<file path="src/rtl/hsmon_pkg.sv">
package hsmon_pkg;
  // Class code equals {valid, ready}
  typedef enum logic [1:0] {
    CLS_IDLE   = 2'b00,
    CLS_BUBBLE = 2'b01,
    CLS_STALL  = 2'b10,
    CLS_XFER   = 2'b11
  } link_cls_e;

  function automatic link_cls_e cls_of(input logic v, input logic r);
    return link_cls_e'({v, r});
  endfunction
endpackage

</file>
<file path="src/rtl/hsmon_classify.sv">
module hsmon_classify
  import hsmon_pkg::*;
#(
  parameter int CNT_W = 16
) (
  input  logic             clk,
  input  logic             rst,
  input  logic             vld,
  input  logic             rdy,
  output logic             cls_idle,
  output logic             cls_bubble,
  output logic             cls_stall,
  output logic             cls_xfer,
  output logic             xfer_pulse,
  output logic [CNT_W-1:0] xfer_count
);
  localparam logic [CNT_W-1:0] CNT_MAX = '1;

  link_cls_e cur_cls;
  assign cur_cls = cls_of(vld, rdy);

  always_ff @(posedge clk) begin
    if (rst) begin
      cls_idle   <= 1'b0;
      cls_bubble <= 1'b0;
      cls_stall  <= 1'b0;
      cls_xfer   <= 1'b0;
      xfer_pulse <= 1'b0;
      xfer_count <= '0;
    end else begin
      cls_idle   <= (cur_cls == CLS_IDLE);
      cls_bubble <= (cur_cls == CLS_BUBBLE);
      cls_stall  <= (cur_cls == CLS_STALL);
      cls_xfer   <= (cur_cls == CLS_XFER);
      xfer_pulse <= (cur_cls == CLS_XFER);
      if (cur_cls == CLS_XFER && xfer_count != CNT_MAX)
        xfer_count <= xfer_count + 1'b1;
    end
  end


  xfer_pulse_chk: assert property (@(posedge clk) disable iff (rst)
    (vld && rdy) |=> xfer_pulse);

  no_false_pulse_chk: assert property (@(posedge clk) disable iff (rst)
    !(vld && rdy) |=> !xfer_pulse);

  stall_class_chk: assert property (@(posedge clk) disable iff (rst)
    (vld && !rdy) |=> (cls_stall && !cls_xfer && !cls_idle && !cls_bubble));

  count_step_chk: assert property (@(posedge clk) disable iff (rst)
    (vld && rdy && xfer_count != CNT_MAX) |=> (xfer_count == $past(xfer_count) + 1'b1));

  bubble_hold_chk: assert property (@(posedge clk) disable iff (rst)
    (!vld && rdy) |=> $stable(xfer_count));

  count_sat_chk: assert property (@(posedge clk) disable iff (rst)
    (xfer_count == CNT_MAX) |=> (xfer_count == CNT_MAX));
endmodule

</file>
<file path="src/rtl/hsmon_stability.sv">
module hsmon_stability #(
  parameter int DATA_W = 32
) (
  input  logic              clk,
  input  logic              rst,
  input  logic              vld,
  input  logic              rdy,
  input  logic [DATA_W-1:0] data,
  input  logic              clr,
  output logic              err_data_chg,
  output logic              err_valid_drop
);
  logic              held_stall;
  logic [DATA_W-1:0] held_data;
  logic              hit_data;
  logic              hit_drop;

  assign hit_data = held_stall && vld && (data != held_data);
  assign hit_drop = held_stall && !vld;

  always_ff @(posedge clk) begin
    if (rst) begin
      held_stall     <= 1'b0;
      held_data      <= '0;
      err_data_chg   <= 1'b0;
      err_valid_drop <= 1'b0;
    end else begin
      held_stall     <= vld && !rdy;
      held_data      <= data;
      err_data_chg   <= (err_data_chg && !clr) || hit_data;
      err_valid_drop <= (err_valid_drop && !clr) || hit_drop;
    end
  end


  data_chg_chk: assert property (@(posedge clk) disable iff (rst)
    (!$past(rst) && $past(vld && !rdy) && vld && data != $past(data)) |=> err_data_chg);

  valid_drop_chk: assert property (@(posedge clk) disable iff (rst)
    (!$past(rst) && $past(vld && !rdy) && !vld) |=> err_valid_drop);

  data_sticky_chk: assert property (@(posedge clk) disable iff (rst)
    (err_data_chg && !clr) |=> err_data_chg);

  drop_sticky_chk: assert property (@(posedge clk) disable iff (rst)
    (err_valid_drop && !clr) |=> err_valid_drop);

  reset_quiet_chk: assert property (@(posedge clk)
    rst |=> (!err_data_chg && !err_valid_drop));
endmodule

</file>
<file path="src/rtl/hsmon_watchdog.sv">
module hsmon_watchdog #(
  parameter int PROGRESS_LIMIT = 20
) (
  input  logic clk,
  input  logic rst,
  input  logic vld,
  input  logic rdy,
  input  logic clr,
  output logic err_no_progress
);
  localparam int GAP_W = $clog2(PROGRESS_LIMIT + 1);
  localparam logic [GAP_W-1:0] GAP_TOP  = GAP_W'(PROGRESS_LIMIT);
  localparam logic [GAP_W-1:0] GAP_LAST = GAP_W'(PROGRESS_LIMIT - 1);

  logic [GAP_W-1:0] gap_q;
  logic             moved;
  logic             expire;

  assign moved  = vld && rdy;
  assign expire = !moved && !clr && (gap_q == GAP_LAST);

  always_ff @(posedge clk) begin
    if (rst) begin
      gap_q           <= '0;
      err_no_progress <= 1'b0;
    end else begin
      if (moved || clr)
        gap_q <= '0;
      else if (gap_q != GAP_TOP)
        gap_q <= gap_q + 1'b1;
      err_no_progress <= (err_no_progress && !clr) || expire;
    end
  end


  progress_ok_chk: assert property (@(posedge clk) disable iff (rst)
    (moved && !err_no_progress) |=> !err_no_progress);

  wd_sticky_chk: assert property (@(posedge clk) disable iff (rst)
    (err_no_progress && !clr) |=> err_no_progress);

  wd_reset_chk: assert property (@(posedge clk)
    rst |=> !err_no_progress);
endmodule

</file>
<file path="src/rtl/hs_link_monitor.sv">
module hs_link_monitor #(
  parameter int DATA_W         = 32,
  parameter int CNT_W          = 16,
  parameter int PROGRESS_LIMIT = 20
) (
  input  logic              clk,
  input  logic              rst,
  input  logic              link_valid,
  input  logic              link_ready,
  input  logic [DATA_W-1:0] link_data,
  input  logic              clr_flags,
  output logic              cls_idle,
  output logic              cls_bubble,
  output logic              cls_stall,
  output logic              cls_xfer,
  output logic              xfer_pulse,
  output logic [CNT_W-1:0]  xfer_count,
  output logic              err_data_chg,
  output logic              err_valid_drop,
  output logic              err_no_progress
);
  hsmon_classify #(.CNT_W(CNT_W)) u_cls (
    .clk        (clk),
    .rst        (rst),
    .vld        (link_valid),
    .rdy        (link_ready),
    .cls_idle   (cls_idle),
    .cls_bubble (cls_bubble),
    .cls_stall  (cls_stall),
    .cls_xfer   (cls_xfer),
    .xfer_pulse (xfer_pulse),
    .xfer_count (xfer_count)
  );

  hsmon_stability #(.DATA_W(DATA_W)) u_stab (
    .clk            (clk),
    .rst            (rst),
    .vld            (link_valid),
    .rdy            (link_ready),
    .data           (link_data),
    .clr            (clr_flags),
    .err_data_chg   (err_data_chg),
    .err_valid_drop (err_valid_drop)
  );

  hsmon_watchdog #(.PROGRESS_LIMIT(PROGRESS_LIMIT)) u_wd (
    .clk             (clk),
    .rst             (rst),
    .vld             (link_valid),
    .rdy             (link_ready),
    .clr             (clr_flags),
    .err_no_progress (err_no_progress)
  );


  one_class_chk: assert property (@(posedge clk) disable iff (rst)
    1'b1 |=> ($countones({cls_idle, cls_bubble, cls_stall, cls_xfer}) == 1));
endmodule

</file>
<file path="config.mk">
export PLATFORM = sky130hd
export DESIGN_NAME = hs_link_monitor
export DESIGN_NICKNAME = d
export VERILOG_FILES = /design/src/rtl/hsmon_pkg.sv /design/src/rtl/hsmon_classify.sv /design/src/rtl/hsmon_stability.sv /design/src/rtl/hsmon_watchdog.sv /design/src/rtl/hs_link_monitor.sv
export SDC_FILE = /design/constraint.sdc
export NUM_CORES = 1
export LEC_CHECK = 0
export ABC_AREA = 1
export BUFFER_PORTS_ARGS = -buffer_cell sky130_fd_sc_hd__buf_4
export CAP_MARGIN = 25
export CORE_AREA = 2 2 88 90
export CTS_CLUSTER_SIZE = 8
export DETAILED_ROUTE_END_ITERATION = 10
export DIE_AREA = 0 0 90 92
export SKIP_LAST_GASP = 1
export SLEW_MARGIN = 25
export SYNTH_ARGS = -nofsm -noshare
export SYNTH_HDL_FRONTEND = slang
export SYNTH_HIERARCHICAL = 1
export SYNTH_SLANG_ARGS = --single-unit
</file>
<file path="constraint.sdc">
create_clock -name clk -period 1.37 [get_ports clk]
set_clock_uncertainty 0.15 [all_clocks]
set_input_delay 0.2055 -clock clk [delete_from_list [all_inputs] [get_ports clk]]
set_output_delay 0.2055 -clock clk [all_outputs]
set_load 0.05 [all_outputs]
</file>
After elaboration in Yosys (flattened, before gate mapping). Index checks and enable logic that the tools add are counted.

Add/sub/neg operators: 2. Equality and inequality tests: 7. Reduce and logical (&&, ||, !) cells: 21.

Operator list (number): 32-bit != test (1); 16-bit by 1-bit adder with 16-bit output (second input constant) (1); 16-bit != test (second input constant) (1); 1-bit logical AND (11); 5-bit by 1-bit adder with 5-bit output (second input constant) (1); 5-bit equality test (second input constant) (1); 5-bit != test (second input constant) (1); 2-bit equality test (second input constant) (2); 1-bit logical NOT (4); 1-bit logical OR (4); 2-bit by 1-bit equality test with 1-bit output (second input constant) (1); 2-bit logical NOT (1); 2-bit OR reduction (1).

Word-level logic and storage cells: 41. Flip-flop bits (word level): 61. Input bits: 37.

Longest topological paths before layout. Gate-level depths: netlist (run 1).

Depth in word-level cells: 5. Gate-level depth with buffers: 10.

Cells and area by module. The synthesis (run 1) kept the hierarchy.

By module, submodules not included: hsmon_stability (cells an instance 204, times used 1, area each 1462.7 um^2, sequential area each 700.7 um^2); hsmon_classify (cells an instance 157, times used 1, area each 1051.0 um^2, sequential area each 400.4 um^2); hsmon_watchdog (cells an instance 46, times used 1, area each 324.1 um^2, sequential area each 120.1 um^2).

Least setup slack after synthesis (run 1). No wires, ideal clock.

Path type: reg-to-reg. Start point: register u_cls.xfer_count[0]. End point: register u_cls.xfer_count[14]. Data arrival time: 1.635 ns. Path buffers: 1. Cell stages (with the launch flop): 8. Setup time: 0.117 ns. Setup slack: -0.531 ns. Required time: 1.103 ns. Period minus slack after synthesis: 1.901 ns. Cells stage by stage: dfxtp_1 ha_1 inv_1 nor2_4 nand4_4 buf_6 a21oi_1 nor2_1.

Word-level cells in the longest chain between the ends: 2. Elaborated cells between the ends (all ways): 3. Those cells by class: add/sub: 1; eq/ne: 1; reduce/logical: 1.

RTL lines: start: declaration (RTL line hsmon_classify.sv:15) `output logic [CNT_W-1:0] xfer_count`; start signal: assignment (RTL line hsmon_classify.sv:37) `xfer_count <= xfer_count + 1'b1;`; branches (longest 2 deep; another with 16-bit by 1-bit adder with 16-bit output).

Parallel ways; which one is timed is not known. A chain may end at the register's enable or synchronous reset.

Worst setup path after layout (run 1).
Start point: register u_cls.xfer_count[0]. End point: register u_cls.xfer_count[7].

The elaborated chain is that of the path after synthesis.

==> results of run 1 <==
-- kinds of logic after synthesis --
| family | Yosys count |
|---|---|
| AND/OR/NAND/NOR | 229 |
| buffers and inverters | 72 |
| AO/OA/AOI/OAI | 17 |
| flip-flops | 61 |
| XOR/XNOR | 25 |
| adder cells (fa/ha/maj) | 3 |
-- timing repair --
action,4_1_cts,5_1_grt
hold endpoints to repair,40,0
cloned,0,0
pin swaps,1,31
endpoints found under the setup margin,19,24
resized for setup,10,25
hold buffers,36,0
buffers inserted,0,1
-- worst max path at each step --
stage	to	slack, ps	cells past startpoint
after floorplan	u_cls/xfer_count[11]$_SDFFE_PP0P_	-110	7
after global placement	u_cls/xfer_count[14]$_SDFFE_PP0P_	-50	8
after detailed placement	u_cls/xfer_count[14]$_SDFFE_PP0P_	-60	8
after CTS	u_cls/xfer_count[5]$_SDFFE_PP0P_	-30	7
after global routing	u_cls/xfer_count[5]$_SDFFE_PP0P_	-120	8
final	u_cls/xfer_count[7]$_SDFFE_PP0P_	-20	7
-- critical path, cell delays in order, from the launching register on --
cell                      delay, ps
sky130_fd_sc_hd__dfxtp_4        380
sky130_fd_sc_hd__ha_4           140
sky130_fd_sc_hd__inv_4           40
sky130_fd_sc_hd__nor2_4         120
sky130_fd_sc_hd__nand4_4        110
sky130_fd_sc_hd__buf_6          170
sky130_fd_sc_hd__a21oi_1        130
sky130_fd_sc_hd__nor2_1          60
-- per-layer routing --
layer	vias to the layer above	wire [um]
met5	-	0
met1	1164	2960
li1	1431	-
met4	0	92
met3	8	326
met2	49	2880
-- cells in the final DEF (no fill, tap or decap), types with 9 or more instances in the layout --
cell | netlist | final
sky130_fd_sc_hd__nor2_2 | 1 | 10
sky130_fd_sc_hd__nand2_1 | 105 | 101
sky130_fd_sc_hd__inv_2 | 10 | 11
sky130_fd_sc_hd__xnor2_1 | 24 | 21
sky130_fd_sc_hd__nand3_1 | 19 | 18
sky130_fd_sc_hd__inv_1 | 54 | 52
sky130_fd_sc_hd__nor2_1 | 88 | 77
sky130_fd_sc_hd__dlygate4sd3_1 | 0 | 36
sky130_fd_sc_hd__dfxtp_1 | 61 | 41
sky130_fd_sc_hd__a21oi_1 | 14 | 9
sky130_fd_sc_hd__buf_4 | 1 | 64
sky130_fd_sc_hd__dfxtp_4 | 0 | 16
sky130_fd_sc_hd__clkbuf_8 | 0 | 11
-- power by group through the flow --
stage                     logic [mW]  clock network [mW]  registers [mW]
after global placement         0.410                   0            1.88
after detailed placement       0.417                   0            1.88
after CTS                      0.499                1.52            1.84
after global routing           0.573                1.59            1.85
final                          0.515                1.45            1.85
after floorplan                0.221                   0            1.92
-- stage by stage --
step	total power, mW	setup WS, ps	util	instance area (um2)	setup TNS, ps
after global routing	4.01	-120	0.561	4180	-1260
after detailed placement	2.30	-57.2	0.474	3530	-261
after global placement	2.29	-46.0	0.474	3530	-59.0
after floorplan	2.14	-107	-	2930	-1350
final	3.81	-22.2	0.561	4180	-104
after CTS	3.86	-30.6	0.551	4110	-126
-- final cells by class --
class / instances / area (um2) / area share
Clock buffer: 13 / 159 / 0.0380
Inverter: 64 / 243 / 0.0581
Timing Repair Buffer: 107 / 923 / 0.221
Clock inverter: 3 / 17.5 / 0.00419
Tap cell: 102 / 128 / 0.0305
Multi-Input combinational cell: 274 / 1420 / 0.340
Sequential cell: 61 / 1290 / 0.308
==> impl.org, run 1 <==
** Timing
- Finish-stage setup viols :: 10
- Final worst path period need :: roughly 1400 ps
- At the pin with the least slew margin, the transition time is roughly 320 ps.
- Worst setup margin :: -22.2 ps
- Slew Limit Headroom :: 0.787
- Hold is met by 155 ps.
- Pins over their slew limit :: 0
- In the finished design, the share of the clock period the worst path needs comes to 1.02.
- Based on the critical path, the design can be clocked at up to about 0.72 GHz.
- Unrepaired setup endpoints after global routing :: yes
- Endpoints failing hold :: 0

** Yosys
- Summed over all instances, the cell type with the most area after synthesis is sky130_fd_sc_hd__dfxtp_1.
- Among all flip-flop cells after synthesis, the most frequent one is sky130_fd_sc_hd__dfxtp_1.
- Sequential area share after synthesis :: 0.430
- Of the total synthesized cell area, the portion taken by full adders, half adders and majority gates is 0.0132.
- Ys async rst share :: 0
- By instance count, the leading cell after synthesis is sky130_fd_sc_hd__nand2_1.
- After synthesis, the cell types taking the most area are sky130_fd_sc_hd__dfxtp_1 43%, sky130_fd_sc_hd__nand2_1 14%, sky130_fd_sc_hd__nor2_1 12%.
- The synthesized-area fraction occupied by ao, oa, aoi and oai cells is 0.0348.
- Cell variety after synth :: 21
- Of the total synthesized cell area, the portion taken by XOR and XNOR cells is 0.0772.
- Post-synth net total :: between 400 and 500
- The cell area that synthesis handed to floorplanning was between 0.002 and 0.003 mm2.
- Count of synthesis-stage warnings from yosys :: 6
- Largest family of logic cells by synthesized area :: simple AND/OR/NAND/NOR gates
- Simple-gate area share of the yosys netlist :: 0.338
- Synthesized area per cell :: 6.97 um2
- The commonest cells after synthesis are 105 x sky130_fd_sc_hd__nand2_1, 88 x sky130_fd_sc_hd__nor2_1, 61 x sky130_fd_sc_hd__dfxtp_1.
- The portion of synthesized area spent on multiplexers is 0.
- Flops & latches, synth :: between 60 and 70
- Synthesis produced 407 cells.
- Count of flip-flops with a built-in enable after synthesis :: 0
- Of the post-synthesis cell area, the dominant cell type holds 0.430.

** Global routing
- The via count of the first global-routing pass is 2,491.
- Number of antenna violations at the first check in global routing :: 0
- Wire length of the first global-routing pass :: 10,800 um
- For met3 alone, demand over resource in global routing was 0.0493.
- In this run the most used layer during global routing was met2.
- Met2 track demand over resource in global routing :: 0.264
- Across every metal layer, demand over resource in global routing totals 0.161.
- Summed over all layers, the global routing overflow is 0.
- Pin count of the biggest net entering global routing :: 30
- For met1 alone, demand over resource in global routing was 0.195.

** CTS
- TritonCTS built the clock tree.
- Total CTS buffers :: 9
- Number of clock sinks :: between 60 and 70
- The tree is rooted in a sky130_fd_sc_hd__clkbuf_8.
- Maximum clock path buffer count :: 2
- Maximum level of the CTS H-tree :: 3
- Clock transition at the register clock pins on the worst setup and hold paths after CTS :: 70 ps
- The later pin in the worst-skew pair is clocked with a latency of 340 ps.

** Pwr
- Portion of total power attributed to the clock network :: 0.381
- VDD IR-drop max :: 0.421 mV
- In this run the power spent charging and discharging nets is roughly 0.97 mW.
- Of the total power, the share spent switching nets is 0.256.
- Leakage Power :: ~1.9 nW
- The share of total power dissipated in combinational logic is 0.135.
- Internal cell power :: ~2.8 mW
- Of the total power, registers draw 0.484.
- Power Dens Cells :: slightly above 900 mW/mm2

** Placement
- Including well taps, the total number of placed cells is approximately 570.
- Routability-driven placement finished with a final weighted congestion of between 0.7 and 0.8.
- Count of buffers from port buffering :: 60
- Dpl hpwl :: 4140 um

** Routing
- Number of DRC violations after detailed routing :: 0
- First-pass DRT Iterations :: 4
- The detail route stage leaves a number of antenna-violating nets equal to 0.
- After detailed routing, the average wire length per cell comes to around 10 um.
- The detailed router placed between 2,000 and 3,000 vias in this run.
- Iteration-0 DRC Markers :: 76
- After detailed routing, the total wire length is 6260 um.
- Using the TritonRoute via totals, the vias-per-cell ratio works out to 4.25.

** Worst setup path
- In this run the worst setup path begins at u_cls/xfer_count[0]$_SDFFE_PP0P_.
- The endpoint identified for the worst register-to-register timing path is u_cls/xfer_count[7]$_SDFFE_PP0P_.
- STA classifies the critical path startpoint as a flip-flop.
- The critical path is of the flip-flop to flip-flop type.
- Crit end category :: flip-flop
- Largest fanout of any net on the critical path :: 14
- The worst register-to-register path begins at u_cls/xfer_count[0]$_SDFFE_PP0P_.
- CP arrival :: 1480 ps
- Internal reg-to-reg setup slack :: -20 ps
- Logic depth of the worst register-to-register path :: 7
- Required arrival time at the worst endpoint :: 1460 ps

** Status
- Failing checks :: setup timing
- Status :: complete, but fails checks

** Finish
- Largest registers ranked by flip-flop count :: u_stab/held_data (32), u_cls/xfer_count (16), u_wd/gap_q (5)
- The finished layout holds roughly 620 standard cells, fillers aside.
- Proportion of layout cells with a drive suffix above 1 :: 0.297
- In the final design database the tool counted between 500 and 600 nets.
- The register with the most flip-flops in the layout has 32 of them.
- Counting the fill cells in the layout gives 740.
- Post-synthesis to final-layout area growth :: 47.2%
- 0 antenna diodes ended up in the layout.
- Counting flops per register, the top entry is u_stab/held_data.

** Floorplan
- Ports :: 61
- Height of the die :: roughly 90 um
- Effective utilization at floorplan :: 0.381
- The die is around 90 um wide.
- Total die area :: 0.00828 mm2
- Placeable core region :: 0.00745 mm2
- Total number of placement rows :: 32

** Min path
- The path class of the tightest hold or removal check is input pin to flip-flop.
- The worst hold path begins at link_valid.
- Worst Hold End :: u_cls/xfer_pulse$_SDFF_PP0_
- The worst hold path was traced through 3 stages.

** Run
- Max-capacitance violation count :: 0
Note: power is estimated with default switching activity, not from simulation.
==> run 2: changes to the inputs <==
- CORE_AREA: 2 2 88 90 -> 2 2 86 88
- DIE_AREA: 0 0 90 92 -> 0 0 88 90
- SYNTH_HIERARCHICAL: 1 -> unset
==> run 2 against run 1 <==
Effect of this change:
- the run still ends with setup timing left
- sequential share of layout area shrank 3.3 points
- global-route usage grew 3.0 points
- utilization increased by 8.6 points
- register-to-register slack worse by 150 ps
- cell count grew 0.80%
- hold slack got worse by 110 ps
- count of clock-buffer cells in the layout decreased by 1
- combinational power grew 8.7%
- critical path type unchanged
- highest routed layer unchanged
==> impl.org, run 2 <==
** Timing
- In this run the tightest slew margin relative to its limit is 0.749.
- The number of hold violations in the final report is 0.
- In the finished design, the share of the clock period the worst path needs comes to 1.13.
- The final number of max-transition violations came to 0.
- Setup violations remaining at the end of the flow were counted as 19.
- Maximum clock frequency :: between 0.6 and 0.7 GHz
- Setup TNS :: -2310 ps
- Unrepaired setup endpoints after global routing :: yes
- Final worst path period need :: around 1500 ps
- Tightest Pin Transition :: between 300 and 400 ps
- Worst setup margin :: -176 ps

** Yosys
- Of the total synthesized cell area, the portion taken by full adders, half adders and majority gates is 0.0137.
- In the synthesized netlist, the number of instances is roughly 380.
- The synthesized-area fraction occupied by ao, oa, aoi and oai cells came to 0.0561.
- Main area contributors after synthesis :: sky130_fd_sc_hd__dfxtp_1 44%, sky130_fd_sc_hd__nand2_1 14%, sky130_fd_sc_hd__nor2_1 9.4%
- The share of synthesized area in the top cell type comes to 0.438.
- Cell variety after synth :: 28
- In this run the cell area of the synthesized design comes to 0.00274 mm2.
- The most used flip-flop cell after synthesis is sky130_fd_sc_hd__dfxtp_1.
- Count of synthesis-stage warnings from yosys :: 0
- Largest family of logic cells by synthesized area :: simple AND/OR/NAND/NOR gates
- Synthesized area per cell :: roughly 7 um2
- Simple-gate area share of the yosys netlist :: 0.295
- sky130_fd_sc_hd__dfxtp_1 takes more of the synthesized area than any other cell.
- Share of cell area taken by muxes after synthesis :: 0
- Post-synth net total :: 423
- Sequential area share after synthesis :: 0.438
- Ys async rst share :: 0
- Flops & latches, synth :: 60
- Xor/xnor share of the synthesized area :: 0.0958
- Most common library cells after synthesis :: 100 x sky130_fd_sc_hd__nand2_1, 69 x sky130_fd_sc_hd__nor2_1, 60 x sky130_fd_sc_hd__dfxtp_1
- Leading cell type by number of instances after synthesis :: sky130_fd_sc_hd__nand2_1
- Count of flip-flops with a built-in enable after synthesis :: 0

** Floorplan
- Effective utilization at floorplan :: 0.390
- Placeable core region :: around 0.0070 mm2
- Total number of placement rows :: 31
- The die is around 90 um tall.
- The floorplan step set the die width to between 80 and 90 um.
- Pin placement for this block handled a little over 60 I/O pins.
- The die covers between 0.007 and 0.008 mm2.

** Routing
- Before antenna repair, the detailed router went through 4 iterations.
- Overall via count from detail_route :: about 2,800
- Final wirelength :: 6960 um
- Using the TritonRoute via totals, the vias-per-cell ratio works out to around 4.4.
- In the final routed layout, each cell accounts on average for around 11 um.
- Number of routed nets with antenna violations :: 0
- In this run, the number of DRC markers left after iteration 0 of detailed routing was 86.
- After detailed routing, the number of remaining DRC violations is 0.

** Pwr
- The design draws ~4.2 mW.
- Leakage Power :: ~2.1 nW
- Power Dens Cells :: around 920 mW/mm2
- VDD IR-drop max :: a little over 0.5 mV

** Placement
- Count of buffers from port buffering :: 60
- Worst Setup Slack post-DPL :: -179 ps
- Once placement finished, the instance area stood at about 0.0036 mm2.
- RD Place Congestion :: approximately 0.82
- Dpl hpwl :: between 4000 and 5000 um

** Min path
- The startpoint identified for the worst hold timing path is rst.
- The min-delay analysis places its worst path in the category input pin to flip-flop.

** CTS
- Counting the buffers created by CTS gives 9.
- The later pin in the worst-skew pair is clocked with a latency of 340 ps.
- Clock-pin slew was measured on the worst setup and hold paths at around 70 ps.
- TritonCTS clock tree :: done
- Maximum clock path buffer count :: 2
- Number of clock sinks :: 60
- CTS Root Cell :: sky130_fd_sc_hd__clkbuf_8
- Maximum level of the CTS H-tree :: 3

** Run
- Max-capacitance violation count :: 0

** Worst setup path
- Reg-to-reg critical path endpoint :: u_cls.xfer_count[5]$_SDFFE_PP0P_
- STA classifies the critical path startpoint as a flip-flop.
- The setup path with the least slack is of type flip-flop to flip-flop.
- Crit path from :: u_cls.xfer_count[8]$_SDFFE_PP0P_
- CP arrival :: between 1500 and 2000 ps
- For the worst setup path, the data required time is roughly 1500 ps.
- R2r startpoint :: u_cls.xfer_count[8]$_SDFFE_PP0P_
- Internal reg-to-reg setup slack :: -180 ps
- The critical path ends at u_cls.xfer_count[5]$_SDFFE_PP0P_.
- The worst setup path is captured at a flip-flop.
- Logic depth of the worst register-to-register path :: 7
- In this run the worst path has a maximum fanout of 7.

** Finish
- Largest registers ranked by flip-flop count :: u_stab.held_data (32), u_cls.xfer_count (16), u_wd.gap_q (5)
- 0 antenna diodes ended up in the layout.
- Summing all multi-input logic gate instances after layout gives 0.00148 mm2.
- In the layout the commonest cells are 90 x sky130_fd_sc_hd__nand2_1, 82 x sky130_fd_sc_hd__buf_4, 60 x sky130_fd_sc_hd__nor2_1.
- Register bank with the most flops :: u_stab.held_data
- Count of filler cells inserted in the layout :: just over 600
- Summed area of non-filler cells in the final layout :: roughly 0.0045 mm2
- In the final layout, flip-flops and latches occupy ~0.0012 mm2.
- At the end of the flow the core is filled with cells to 0.647.
- Relative to the synthesized area, the layout overhead comes to 65.8%.
- The register with the most flip-flops in the layout has 32 of them.
- Proportion of layout cells with a drive suffix above 1 :: 0.366
- Final net count :: ~570
- The library cell used most frequently in the layout, excluding fill and tap cells, is sky130_fd_sc_hd__nand2_1.

** Global routing
- Remaining Overflow, GRT :: 0
- Pin count of the biggest net entering global routing :: 32
- For this run, the total global-route usage over all layers was measured as 0.191.
- The via count of the first global-routing pass is between 2,000 and 3,000.
- Number of antenna violations at the first check in global routing :: 0
- Wire length of the first global-routing pass :: roughly 12,000 um

** Status
- The run finished, with violations left.
- The checks that failed: setup timing.
==> run 2: cell types whose count changed after synthesis, sizes merged, moves of 2 or more <==
cell and change:
or2 +2, clkbuf +3, xor2 +3, nand2 -4
buf -3, nand3 -8, nor2 -23, o21ai +8
inv -5, xnor2 +2
==> run 2: power by group <==
part / leakage, nW / internal, mW / switching (mW) / total [mW]
clock network: 0.117 / 1.07 / 0.729 / 1.79
logic: 1.47 / 0.296 / 0.265 / 0.560
registers: 0.505 / 1.79 / 0.0338 / 1.82
==> run 2: timing repair <==
item,4_1_cts,5_1_grt
endpoints found under the hold margin,38,0
hold buffers,36,0
setup buffers,2,7
endpoints found under the setup margin,22,28
pin swaps,15,24
gates resized for setup,36,46
cloned,2,0
==> run 2: layer usage <==
metal	up-vias	GRT usage	share of wire
met2	59	0.310	0.49
met3	13	0.0349	0.041
met1	1258	0.243	0.44
met5	-	0	0
li1	1437	-	-
met4	0	0.0885	0.024
==> run 2: worst min path at each step <==
stage / end / slack [ps] / cells after the start
after global routing: u_cls.cls_idle$_SDFF_PP0_ / 50 / 3
after global placement: u_cls.cls_bubble$_SDFF_PP0_ / 240 / 2
after floorplan: u_cls.cls_idle$_SDFF_PP0_ / 130 / 1
final: u_cls.cls_idle$_SDFF_PP0_ / 40 / 3
after detailed placement: u_cls.cls_bubble$_SDFF_PP0_ / 240 / 2
after CTS: u_cls.cls_idle$_SDFF_PP0_ / 30 / 3
==> run 2: critical path: stages, from the launching register on <==
cell and delay (ps):
sky130_fd_sc_hd__dfxtp_4 380, sky130_fd_sc_hd__nand4_1 190, sky130_fd_sc_hd__nor2_4 230, sky130_fd_sc_hd__nand2_8 80, sky130_fd_sc_hd__nand2_8 120, sky130_fd_sc_hd__buf_8 150, sky130_fd_sc_hd__nand2_2 60, sky130_fd_sc_hd__a21oi_2 110
==> run 2: stage by stage <==
| stage | hold WS [ps] | cells |
|---|---|---|
| floorplan | 127 | 383 |
| global placement | 243 | 569 |
| detailed placement | 242 | 569 |
| CTS | 34.5 | 625 |
| global route | 47.4 | 629 |
| finish | 44.8 | 629 |
==> run 2: area by class of cell <==
class,count,share of cell area
Clock buffer,12,0.0391
Clock inverter,4,0.0116
Inverter,60,0.0534
Multi-Input combinational cell,256,0.325
Sequential cell,60,0.275
Tap cell,99,0.0273
Timing Repair Buffer,137,0.267
Timing Repair inverter,1,0.00193
==> run 2: logic make-up after synthesis <==
group,count (synthesis)
fa+ha+maj,3
buf+inv,68
compound gates,26
flops,60
simple gates,196
xor+xnor,30
==> run 3: changes to the inputs <==
- ABC_AREA: 1 -> unset
- CELL_PAD_IN_SITES_DETAIL_PLACEMENT: unset -> 1
- CELL_PAD_IN_SITES_GLOBAL_PLACEMENT: unset -> 2
- CORE_AREA: 2 2 86 88 -> 2 2 95 97
- DIE_AREA: 0 0 88 90 -> 0 0 97 99
- PLACE_DENSITY: unset -> 0.75
==> run 3 against run 2 <==
Effect of this change:
- the run still ends with setup timing left
- non-clock buffer count up 3
- synthesized area down 11%
- sequential cell count unchanged
- cell count down 20%
- die area up 21%
- via count down 20%
- final area down 8.1%
- synthesized cell count down 36%
==> impl.org, run 3 <==
** Status
- The run finished, with violations left.
- The checks that failed: setup timing.

** Placement
- In this run, placement finished with an instance count of 444.
- Routability-driven placement finished with a final weighted congestion of roughly 0.73.
- Instance area after placement :: 0.00335 mm2
- Worst Setup Slack post-DPL :: -385 ps
- Count of buffers from port buffering :: 60
- Dpl hpwl :: 4600 um

** Yosys
- The commonest cells after synthesis are 60 x sky130_fd_sc_hd__dfxtp_1, 36 x sky130_fd_sc_hd__xor2_1, 34 x sky130_fd_sc_hd__nor2b_1.
- Cell variety after synth :: 36
- Ys async rst share :: 0
- Post-synth net total :: ~290
- For this run, the number of Yosys warnings is 0.
- Flops & latches, synth :: 60
- Leading cell type by number of instances after synthesis :: sky130_fd_sc_hd__dfxtp_1
- After synthesis, the mean cell area works out to roughly 10 um2.
- Summed over all instances, the cell type with the most area after synthesis is sky130_fd_sc_hd__dfxtp_1.
- Of the post-synthesis cell area, the dominant cell type holds 0.494.
- The synthesized netlist occupies a cell area of 0.00243 mm2.
- Sequential area share after synthesis :: 0.494
- Count of flip-flops with a built-in enable after synthesis :: 0
- Among all flip-flop cells after synthesis, the most frequent one is sky130_fd_sc_hd__dfxtp_1.
- Gate Count Post-Synth :: roughly 250
- By area the synthesized netlist is led by sky130_fd_sc_hd__dfxtp_1 49%, sky130_fd_sc_hd__xor2_1 13%, sky130_fd_sc_hd__nor2b_1 8.7%.

** Timing
- Endpoints failing hold :: 0
- Slew Limit Headroom :: 0.773
- Worst hold slack :: about 40 ps
- Tightest Pin Transition :: 340 ps
- Across all setup checks in the final design, the least slack found is -308 ps.
- In the final timing run, aggregate negative setup slack is -3540 ps.
- Setup violations remaining at the end of the flow were counted as 19.
- Maximum clock frequency :: 0.596 GHz
- Setup repair after global routing could not meet its margin everywhere.
- The final number of max-transition violations is 0.
- Of the available clock period, the critical path in the final layout requires 1.23.
- After layout, the minimum clock period comes to 1680 ps.

** Min path
- Beginning of the worst hold path :: rst
- The worst hold path terminates at u_stab.err_data_chg$_SDFF_PP0_.
- Hold Path Stages :: 4
- In this run the worst hold path is classified as input pin to flip-flop.

** Finish
- The register with the most flip-flops in the final layout is u_stab.held_data.
- Core utilization of the finished layout :: 0.488
- Proportion of layout cells with a drive suffix above 1 :: 0.418
- Post-synthesis to final-layout area growth :: 71.6%
- Finished Layout Cells :: a little over 500
- After routing the design area is 0.00418 mm2.
- Leading cell type in the layout, fill and taps excluded :: sky130_fd_sc_hd__buf_4
- Largest register FFs :: 32
- Top library cells by usage in the layout, fill and taps aside :: 85 x sky130_fd_sc_hd__buf_4, 42 x sky130_fd_sc_hd__dfxtp_1, 35 x sky130_fd_sc_hd__xor2_1
- In the final layout, the registers with the most flip-flops are u_stab.held_data (32), u_cls.xfer_count (16), u_wd.gap_q (5).
- The final layout contains 430 nets.
- Antenna diodes :: 0

** Floorplan
- Placeable core region :: 0.00855 mm2
- The die is 97 um wide.
- Total number of placement rows :: 34
- Effective utilization at floorplan :: 0.285
- Height of the die :: roughly 99 um
- The floorplan step defined a die boundary enclosing between 0.009 and 0.01 mm2.
- Ports :: a little over 60

** Global routing
- The via count of the first global-routing pass is about 2,300.
- The first global-routing pass estimated about 11,000 um of wire.
- The initial antenna violation count came to 0.
- Entering global routing, the biggest net connects 33 pins.
- GRT Overall Usage :: 0.147
- Global routing finished with a remaining overflow of 0.

** Routing
- The final route contains 2,221 vias.
- Iteration-0 DRC Markers :: 38
- Number of DRC violations after detailed routing :: 0
- The count of nets left with antenna violations once routing finished came out at 0.
- Via density :: between 4 and 5
- Routed wirelength normalized by instance count :: roughly 13 um
- Final wirelength :: around 6700 um
- The pre-antenna-repair detailed-routing pass consisted of 4 iterations.

** Worst setup path
- Setup slack on the worst reg-to-reg path comes out at -310 ps.
- The worst register-to-register path begins at u_cls.xfer_count[8]$_SDFFE_PP0P_.
- Required arrival time at the worst endpoint :: 1460 ps
- Walking the worst path, the cells encountered are nand4_1 -> buf_4 -> nor3_1 -> buf_4 -> a31oi_1 -> a211oi_1.
- On the critical path, the stage with the largest delay is an instance of sky130_fd_sc_hd__dfxtp_4.
- Worst stage delay on the critical path :: 350 ps
- Logic depth of the worst register-to-register path :: 6
- Nature of the critical path startpoint :: flip-flop
- In this design, the largest share of critical-path delay is due to simple AND/OR/NAND/NOR gates.
- Crit end category :: flip-flop
- Most numerous cell on the critical path :: sky130_fd_sc_hd__buf_4
- The worst register-to-register path ends at u_cls.xfer_count[14]$_SDFFE_PP0P_.
- The worst setup path is of the flip-flop to flip-flop kind.
- Largest fanout of any net on the critical path :: 4
- Together, buffers and inverters on the worst path number 2.
- STA puts the critical path data arrival time at approximately 1800 ps.

** Pwr
- Portion of total power attributed to the clock network :: 0.385
- The internal portion of the total power is 2.71 mW.
- Power Dens Cells :: slightly below 900 mW/mm2
- Of the total power, registers draw 0.488.
- The worst-case IR drop observed on VDD is about 0.46 mV.
- The design draws 3.70 mW.
- The analysis attributes to net switching a power of between 0.9 and 1 mW.
- Of the total power, the share spent switching nets is 0.267.
- The share of total power dissipated in combinational logic is 0.127.
- Leakage Power :: between 1.5 and 2 nW

** CTS
- In this run the clock root is driven by a sky130_fd_sc_hd__clkbuf_8.
- Counting the buffers created by CTS gives 9.
- For this design, the sink count on the clock tree is 60.
- Clock-pin slew was measured on the worst setup and hold paths at ~70 ps.
- Insertion delay of the later-clocked pin in the worst-skew pair :: 340 ps
- TritonCTS clock tree :: done
- The clock passes through at most 2 buffers.
- CTS built an H-tree with a depth of 3.

** Run
- Max-capacitance violation count :: 0
-- run 3: cell types whose count changed in the layout (fill, tap and decap cells not counted), moves of 5 or more --
cell	change
sky130_fd_sc_hd__nand2_1	-82
sky130_fd_sc_hd__inv_1	-51
sky130_fd_sc_hd__nor2_1	-42
sky130_fd_sc_hd__nor2b_1	+34
sky130_fd_sc_hd__xor2_1	+31
sky130_fd_sc_hd__xnor2_1	-14
sky130_fd_sc_hd__a21oi_2	-11
sky130_fd_sc_hd__nand2_2	-10
sky130_fd_sc_hd__dfxtp_4	+5
sky130_fd_sc_hd__nor2_2	-5
-- run 3: worst max-delay path by stage --
stage                                           startpoint                           endpoint  slack (ps)  depth (start not counted)
after floorplan           u_cls.xfer_count[2]$_SDFFE_PP0P_  u_cls.xfer_count[13]$_SDFFE_PP0P_        -410                          5
after global placement    u_cls.xfer_count[0]$_SDFFE_PP0P_   u_cls.xfer_count[5]$_SDFFE_PP0P_        -340                          7
after detailed placement  u_cls.xfer_count[0]$_SDFFE_PP0P_   u_cls.xfer_count[5]$_SDFFE_PP0P_        -390                          7
after CTS                 u_cls.xfer_count[3]$_SDFFE_PP0P_  u_cls.xfer_count[13]$_SDFFE_PP0P_        -280                          5
after global routing      u_cls.xfer_count[0]$_SDFFE_PP0P_  u_cls.xfer_count[13]$_SDFFE_PP0P_        -370                          6
final                     u_cls.xfer_count[8]$_SDFFE_PP0P_  u_cls.xfer_count[14]$_SDFFE_PP0P_        -310                          6
-- run 3: tightest hold or removal path, cell delays in order --
cell and delay (ps):
sky130_fd_sc_hd__buf_4 100, sky130_fd_sc_hd__nor2_1 50, sky130_fd_sc_hd__nand2_1 60, sky130_fd_sc_hd__o31ai_1 50
-- run 3: repair_timing --
action	4_1_cts	5_1_grt
hold endpoints to repair	34	0
pin swaps	19	8
setup buffers	6	7
endpoints found under the setup margin	31	25
resized for setup	39	15
hold buffers	33	0
-- run 3: power by group through the flow --
stage                     Clock, mW  Sequential [mW]  Combinational [mW]
after detailed placement          0             1.85               0.359
after global placement            0             1.85               0.351
after floorplan                   0             1.88               0.147
after CTS                      1.48             1.81               0.457
final                          1.43             1.81               0.468
after global routing           1.56             1.81               0.513
-- run 3: logic make-up (layout without fill, tap and decap cells) --
kind of cell / Yosys count / count (layout) / share of synthesized area
AOI/OAI and AO/OA: 19 / 19 / 0.0504
and+or+nand+nor: 106 / 106 / 0.252
adders and majority gates: 3 / 3 / 0.0154
buffers and inverters: 11 / 160 / 0.0185
xor gates and xnor gates: 46 / 46 / 0.166
DFF: 60 / 60 / 0.494
muxes: 1 / 1 / 0.00411
-- run 3: metal layers --
layer / part of all wire / vias to the layer above / global-route usage
met5: 0 / - / 0
met4: 0.013 / 0 / 0.0585
met3: 0.043 / 8 / 0.0376
met2: 0.51 / 34 / 0.251
met1: 0.44 / 1057 / 0.178
li1: - / 1122 / -
-- run 3: cell type report --
| type | instances | area, um2 |
|---|---|---|
| clock inverter | 6 | 46.3 |
| fill | 966 | 4380 |
| inverter | 4 | 15.0 |
| sequential | 60 | 1260 |
| tap | 108 | 135 |
| clock buffer | 10 | 128 |
| multi-input combinational | 175 | 1350 |
| timing repair buffer | 140 | 1240 |
